File: config.mk
export PLATFORM = sky130hd
export DESIGN_NAME = fsync_gen
export DESIGN_NICKNAME = d
export VERILOG_FILES = /design/src/rtl/fsync_gen_pkg.sv /design/src/rtl/fsync_gen_ctrl.sv /design/src/rtl/fsync_gen_datapath.sv /design/src/rtl/fsync_gen.sv
export SDC_FILE = /design/constraint.sdc
export NUM_CORES = 1
export LEC_CHECK = 0
export BUFFER_PORTS_ARGS = -buffer_cell sky130_fd_sc_hd__buf_2
export CAP_MARGIN = 20
export CORE_ASPECT_RATIO = 1.2
export CORE_MARGIN = 10
export CORE_UTILIZATION = 30
export CTS_BUF_LIST = sky130_fd_sc_hd__clkbuf_16
export CTS_CLUSTER_SIZE = 30
export DETAILED_ROUTE_END_ITERATION = 10
export PLACE_DENSITY = 0.57
export SLEW_MARGIN = 20
export SYNTH_ARGS = -nofsm -noshare
export SYNTH_HDL_FRONTEND = slang
export SYNTH_SLANG_ARGS = --single-unit
File: constraint.sdc
create_clock -name clk -period 17 [get_ports clk]
set_input_delay 1.7 -clock clk [delete_from_list [all_inputs] [get_ports clk]]
set_output_delay 1.7 -clock clk [all_outputs]
set_load 0.03 [all_outputs]
File: src/rtl/fsync_gen_pkg.sv
package fsync_gen_pkg;

  // Transfer mode selected on the xferMode pin
  typedef enum logic {
    XFER_CONT = 1'b0,
    XFER_PROG = 1'b1
  } xferMode_e;

  // Strobes from the counting datapath to the control
  typedef struct packed {
    logic frameEnd;   // last cycle of the current frame
    logic windowEnd;  // last cycle of a 16-cycle prescale window
  } dpEvents_t;

endpackage

File: src/rtl/fsync_gen_ctrl.sv
module fsync_gen_ctrl
  import fsync_gen_pkg::*;
#(
  parameter int M_W   = 7,
  parameter int N_W   = 4,
  parameter int P_W   = 3,
  parameter int DEV_W = 3,
  localparam int MV_W   = M_W + 1,
  localparam int NV_W   = N_W + 1,
  localparam int PV_W   = P_W + 1,
  localparam int DV_W   = DEV_W + 1,
  localparam int PROD_W = MV_W + NV_W + PV_W,
  localparam int NEED_W = DV_W + 1
) (
  input  logic             clk,
  input  logic             rstN,
  input  logic             cfgWr,
  input  logic [M_W-1:0]   cfgM,
  input  logic [N_W-1:0]   cfgN,
  input  logic [P_W-1:0]   cfgP,
  input  logic             cfgBypass,
  input  logic [DEV_W-1:0] cfgDevNum,
  input  xferMode_e        xferMode,
  input  dpEvents_t        evt,
  output logic [MV_W-1:0]  mLim,
  output logic [NV_W-1:0]  nLim,
  output logic [PV_W-1:0]  pLim,
  output logic             cfgErr
);

  localparam logic [MV_W-1:0] M_MAX = MV_W'(1 << M_W);
  localparam logic [NV_W-1:0] N_MAX = NV_W'(1 << N_W);
  localparam logic [PV_W-1:0] P_MAX = PV_W'(1 << P_W);
  localparam logic [DV_W-1:0] D_MAX = DV_W'(1 << DEV_W);

  // Staged (software-visible) fields
  logic [M_W-1:0]   mStg;
  logic [N_W-1:0]   nStg;
  logic [P_W-1:0]   pStg;
  logic             bypStg;
  logic [DEV_W-1:0] devStg;

  always_ff @(posedge clk) begin
    if (!rstN) begin
      mStg   <= M_W'(1);
      nStg   <= N_W'(1);
      pStg   <= '0;          // zero encodes the largest P
      bypStg <= 1'b0;
      devStg <= DEV_W'(1);
    end else if (cfgWr) begin
      mStg   <= cfgM;
      nStg   <= cfgN;
      pStg   <= cfgP;
      bypStg <= cfgBypass;
      devStg <= cfgDevNum;
    end
  end

  // Field decode: zero selects the top of the range
  logic [MV_W-1:0] mDec;
  logic [NV_W-1:0] nDec;
  logic [PV_W-1:0] pDec;
  logic [DV_W-1:0] devDec;

  always_comb begin
    mDec   = (mStg   == '0) ? M_MAX : {1'b0, mStg};
    nDec   = (nStg   == '0) ? N_MAX : {1'b0, nStg};
    pDec   = (pStg   == '0) ? P_MAX : {1'b0, pStg};
    devDec = (devStg == '0) ? D_MAX : {1'b0, devStg};
  end

  // Active divide factors, swapped in only at a frame boundary
  always_ff @(posedge clk) begin
    if (!rstN) begin
      mLim <= MV_W'(1);
      nLim <= NV_W'(1);
      pLim <= P_MAX;
    end else if (evt.frameEnd) begin
      mLim <= mDec;
      nLim <= nDec;
      pLim <= pDec;
    end
  end

  // Slot legality on the staged values
  logic [MV_W-1:0]   mEff;
  logic [PROD_W-1:0] slotCnt;
  logic [NEED_W-1:0] slotNeed;

  always_comb begin
    mEff     = bypStg ? (mDec >> 2) : mDec;
    slotCnt  = PROD_W'(mEff) * PROD_W'(nDec) * PROD_W'(pDec);
    slotNeed = (xferMode == XFER_PROG) ? {devDec, 1'b0} : {1'b0, devDec};
    cfgErr   = slotCnt < PROD_W'(slotNeed);
  end


  active_hold_chk: assert property (@(posedge clk) disable iff (!rstN)
    !evt.frameEnd |=> ($stable(mLim) && $stable(nLim) && $stable(pLim)));


  active_range_chk: assert property (@(posedge clk) disable iff (!rstN)
    (mLim != '0) && (mLim <= M_MAX) && (nLim != '0) && (nLim <= N_MAX)
    && (pLim != '0) && (pLim <= P_MAX));

endmodule

File: src/rtl/fsync_gen_datapath.sv
module fsync_gen_datapath
  import fsync_gen_pkg::*;
#(
  parameter int PRE_W = 4,
  parameter int MV_W  = 8,
  parameter int NV_W  = 5,
  parameter int PV_W  = 4
) (
  input  logic            clk,
  input  logic            rstN,
  input  logic [MV_W-1:0] mLim,
  input  logic [NV_W-1:0] nLim,
  input  logic [PV_W-1:0] pLim,
  output logic            fsync,
  output logic            frameStart,
  output dpEvents_t       evt
);

  localparam logic [PRE_W-1:0] PRE_LAST = '1;

  logic [PRE_W-1:0] preCnt;
  logic [PV_W-1:0]  pCnt;
  logic [NV_W-1:0]  nCnt;
  logic [MV_W-1:0]  mCnt;
  logic             prevWinFirst;

  logic preWrap, pWrap, nWrap, mWrap;

  always_comb begin
    preWrap = (preCnt == PRE_LAST);
    pWrap   = preWrap && (pCnt == pLim - PV_W'(1));
    nWrap   = pWrap   && (nCnt == nLim - NV_W'(1));
    mWrap   = nWrap   && (mCnt == mLim - MV_W'(1));
  end

  always_ff @(posedge clk) begin
    if (!rstN) begin
      preCnt <= '0;
      pCnt   <= '0;
      nCnt   <= '0;
      mCnt   <= '0;
    end else begin
      preCnt <= preCnt + PRE_W'(1);
      if (pWrap)        pCnt <= '0;
      else if (preWrap) pCnt <= pCnt + PV_W'(1);
      if (nWrap)        nCnt <= '0;
      else if (pWrap)   nCnt <= nCnt + NV_W'(1);
      if (mWrap)        mCnt <= '0;
      else if (nWrap)   mCnt <= mCnt + MV_W'(1);
    end
  end

  // Remember whether the window just finished was the first one of a frame
  always_ff @(posedge clk) begin
    if (!rstN)        prevWinFirst <= 1'b0;
    else if (preWrap) prevWinFirst <= fsync;
  end

  always_comb begin
    fsync         = (pCnt == '0) && (nCnt == '0) && (mCnt == '0);
    frameStart    = prevWinFirst && (preCnt == '0);
    evt.frameEnd  = mWrap;
    evt.windowEnd = preWrap;
  end


  fs_window_chk: assert property (@(posedge clk) disable iff (!rstN)
    (fsync && (preCnt != PRE_LAST)) |=> fsync);


  frame_restart_chk: assert property (@(posedge clk) disable iff (!rstN)
    evt.frameEnd |=> fsync);


  start_after_fs_chk: assert property (@(posedge clk) disable iff (!rstN)
    frameStart |-> $past(fsync));


  cnt_range_chk: assert property (@(posedge clk) disable iff (!rstN)
    (pCnt < pLim) && (nCnt < nLim) && (mCnt < mLim));

endmodule

File: src/rtl/fsync_gen.sv
module fsync_gen
  import fsync_gen_pkg::*;
#(
  parameter int PRE_W = 4,
  parameter int M_W   = 7,
  parameter int N_W   = 4,
  parameter int P_W   = 3,
  parameter int DEV_W = 3
) (
  input  logic             clk,
  input  logic             rstN,
  input  logic             cfgWr,
  input  logic [M_W-1:0]   cfgM,
  input  logic [N_W-1:0]   cfgN,
  input  logic [P_W-1:0]   cfgP,
  input  logic             cfgBypass,
  input  logic [DEV_W-1:0] cfgDevNum,
  input  logic             xferMode,
  output logic             fsync,
  output logic             frameStart,
  output logic             cfgErr
);

  localparam int MV_W = M_W + 1;
  localparam int NV_W = N_W + 1;
  localparam int PV_W = P_W + 1;

  dpEvents_t       evt;
  logic [MV_W-1:0] mLim;
  logic [NV_W-1:0] nLim;
  logic [PV_W-1:0] pLim;

  fsync_gen_ctrl #(
    .M_W(M_W), .N_W(N_W), .P_W(P_W), .DEV_W(DEV_W)
  ) u_ctrl (
    .clk(clk), .rstN(rstN), .cfgWr(cfgWr),
    .cfgM(cfgM), .cfgN(cfgN), .cfgP(cfgP),
    .cfgBypass(cfgBypass), .cfgDevNum(cfgDevNum),
    .xferMode(xferMode_e'(xferMode)), .evt(evt),
    .mLim(mLim), .nLim(nLim), .pLim(pLim), .cfgErr(cfgErr)
  );

  fsync_gen_datapath #(
    .PRE_W(PRE_W), .MV_W(MV_W), .NV_W(NV_W), .PV_W(PV_W)
  ) u_dp (
    .clk(clk), .rstN(rstN),
    .mLim(mLim), .nLim(nLim), .pLim(pLim),
    .fsync(fsync), .frameStart(frameStart), .evt(evt)
  );

endmodule

==> results.md <==
* Status: complete, no violations
* Synth Warn # at 0
* Core ar. at 0.01955 sq mm
* Gpl congestion at 0.8347
* CP peak stage delay at 0.73 ns
* CTS resizes at 0
* Setup Viol. Count Final at 0
* Async SR Flop Fraction at 0%
* Die footprint at 0.02601 sq mm
* Number of synthesized flops with an enable pin at 0
* Tmin final at 10.60 ns
* Global-route wire length before repair at 22710 um
* Clock Pin Slew Worst Setup and Hold Paths at 0.06 ns
* Post-CTS Setup Bufs at 0
* RSZ-0062 raised after global routing: no
* Clk_lat worst skew at 0.33 ns
* DRT Pass-1 Iters at 4
* Final wirelength at 12720 um
* Least-Margin Pin Slew at 1.011 ns
* Final Util at 33.86%
* Place WS at 6.738 ns
* Buffers on Ports at 24
* Hold/Removal Path Class: reg2reg
* Die W at 148.9 um
* Hold buffer count at cts at 0
* Longest Clk Path Bufs at 2
* I/O pin count at 25
* Placement Cell Area at 0.006306 sq mm
* Register area share after synthesis at 19.08%
* Avg Cell Area, Syn at 8.307 sq um
* Initial Utilization at 30.59%
* Synth cell types at 63
* Number of global-route vias before repair at 4861
* CTS tree: done
* Worst EP arrival at 8.90 ns
* Top-count cell post-synth: inv_1
* Routed len/inst at 12.78 um
* H-tree Lvls at 3
* CTS Buf Count at 9
* Period utilization at 62.33%
* Post-layout instance area at 0.006620 sq mm
* DRT antenna net count at 0
* 1st-iter DRT viols at 275
* Slowest cell on crit path: a2111oi_0
* Dpl cells at 978
* Ant. Diodes at 0
* Pin count of the biggest net entering global routing at 61
* Kind of critical path: reg2out
* DR vias at 4697
* Largest cells by area after synthesis: dfxtp_1, fa_1, ha_1
* Power per cell area at 65.46 mW/mm^2
* Synth cell count leaders: inv_1, nand2_1, dfxtp_1, ha_1, and2_1
* TNS Setup at 0 ns
* Final Max Tran Viols at 0
* Nets@finish at 848
* Startpoint Class: register
* Max Clock Freq at 94.37 MHz
* Endpoint class of the critical path: output pin
* Worst vdd ir at 37.96 uV
* MaxCap Viol Count at 0
* Crit-path max FO at 9
* Worst Skew at 0.009773 ns
* Non-filler cells, final at 995
* Vias/cell at 4.721
* CTS root buffer: clkbuf_16
* Dpl hpwl at 10110 um
* P&R area growth vs syn at 10.69%
* P_leak at 3.008 nW
* Fin. Hold Viols at 0
* TritonCTS Sinks at 57
* Row cnt at 56
* Cells after Synth at 720
* GRT overflow at 0
* Synth top area share at 19.08%
* Synth Flop Type: dfxtp_1
* Slew HR at 32.59%
* Synth area leader: dfxtp_1
* Mapped Nets at 839
* Antenna violations before repair at 0
* CP required at 15.30 ns
* # DRC at 0
* Cell Area, Synth at 0.005981 sq mm
* Total GRT Usage at 10.30%
* Fraction of layout cells with a size suffix above 1 at 7.357%
* Die H at 174.7 um
* Fin worst setup slack at 6.404 ns
* Number of synthesized register bits at 57
metrics by stage:
step,total power [mW],hold WS [ns]
6_report,0.4333,0.4721
3_3_place_gp,0.2493,0.4571
5_1_grt,0.4595,0.5090
2_1_floorplan,0.2260,0.4368
4_1_cts,0.4402,0.4792
3_5_place_dp,0.2491,0.4654
cells by family after synthesis:
group,count (synthesis),synth area share (%)
simple gates,274,24.41
flops,57,19.08
buf+inv,115,7.741
mux,32,5.418
xor+xnor,49,7.406
compound gates,96,10.63
fa+ha+maj,97,25.31
layout make-up:
type	instances	area (sq um)
repair buffers	28	147.6
multi-input cells	548	4377
flip-flops and latches	57	1141
inverters	85	319.1
clock buffers	9	225.2
well taps	261	326.6
clock inverters	7	83.83
fillers	2060	12930
critical path: cells and delay by family, from the launching register on:
| family | cells | cell delay [ns] |
|---|---|---|
| AO/OA/AOI/OAI | 4 | 1.33 |
| buffers and inverters | 6 | 0.55 |
| multiplexers | 1 | 0.25 |
| AND/OR/NAND/NOR | 11 | 2.79 |
| adder cells (fa/ha/maj) | 7 | 3.30 |
| flip-flops | 1 | 0.34 |
registers in the layout, indices dropped and copies added (netlist names):
name               flops
u_ctrl.pStg            3
u_dp.nCnt              5
u_ctrl.nStg            4
u_dp.prevWinFirst      1
u_ctrl.pLim            4
u_dp.pCnt              4
u_ctrl.nLim            5
u_ctrl.mLim            8
u_dp.mCnt              8
u_ctrl.bypStg          1
u_ctrl.devStg          3
u_ctrl.mStg            7
u_dp.preCnt            4
layer usage:
metal / track usage [%] / vias up / wire [um]
met4: 3.604 / 0 / 204
met1: 12.47 / 2208 / 5737
met2: 18.13 / 48 / 6516
met5: 0 / - / 0
met3: 1.344 / 19 / 261
li1: - / 2422 / -
layout by cell type, fill, tap and decap left out, drive strengths merged, types with 3 or more instances in the layout:
master / Yosys / final
nor4: 9 / 9
nor2b: 40 / 40
a31oi: 5 / 5
o31a: 3 / 3
nand2b: 12 / 12
and2: 41 / 41
xnor2: 22 / 22
o21bai: 4 / 4
inv: 85 / 89
nor3: 12 / 12
or3: 3 / 3
nor2: 37 / 37
fa: 40 / 40
o211ai: 4 / 4
nand3: 24 / 24
mux2: 3 / 3
mux2i: 29 / 29
xor2: 26 / 26
buf: 9 / 27
nor3b: 4 / 4
a21o: 4 / 4
a21oi: 19 / 19
o21a: 4 / 4
ha: 57 / 57
nand2: 64 / 64
or4: 5 / 5
dfxtp: 57 / 57
and3: 5 / 5
clkbuf: 21 / 10
nand4: 11 / 11
o21ai: 28 / 28
o22ai: 5 / 5
a2111oi: 5 / 5
where the power goes:
part	total [mW]	switching (mW)	internal, mW
logic	0.103	0.0591	0.0439
registers	0.143	0.00604	0.137
clock network	0.188	0.0714	0.116
total	0.433	0.137	0.297
worst paths after layout:
path | startpoint | end | slack, ns | depth (start not counted)
setup / recovery | u_ctrl.mStg[3] | cfgErr | 6.40 | 29
hold / removal | u_dp.preCnt[0] | u_dp.preCnt[0] | 0.47 | 1
setup reg to reg | u_ctrl.nLim[0] | u_ctrl.nLim[0] | 14.22 | 10
hold reg to reg | u_dp.preCnt[0] | u_dp.preCnt[0] | 0.47 | 1
(Power assumes the default switching activity.)
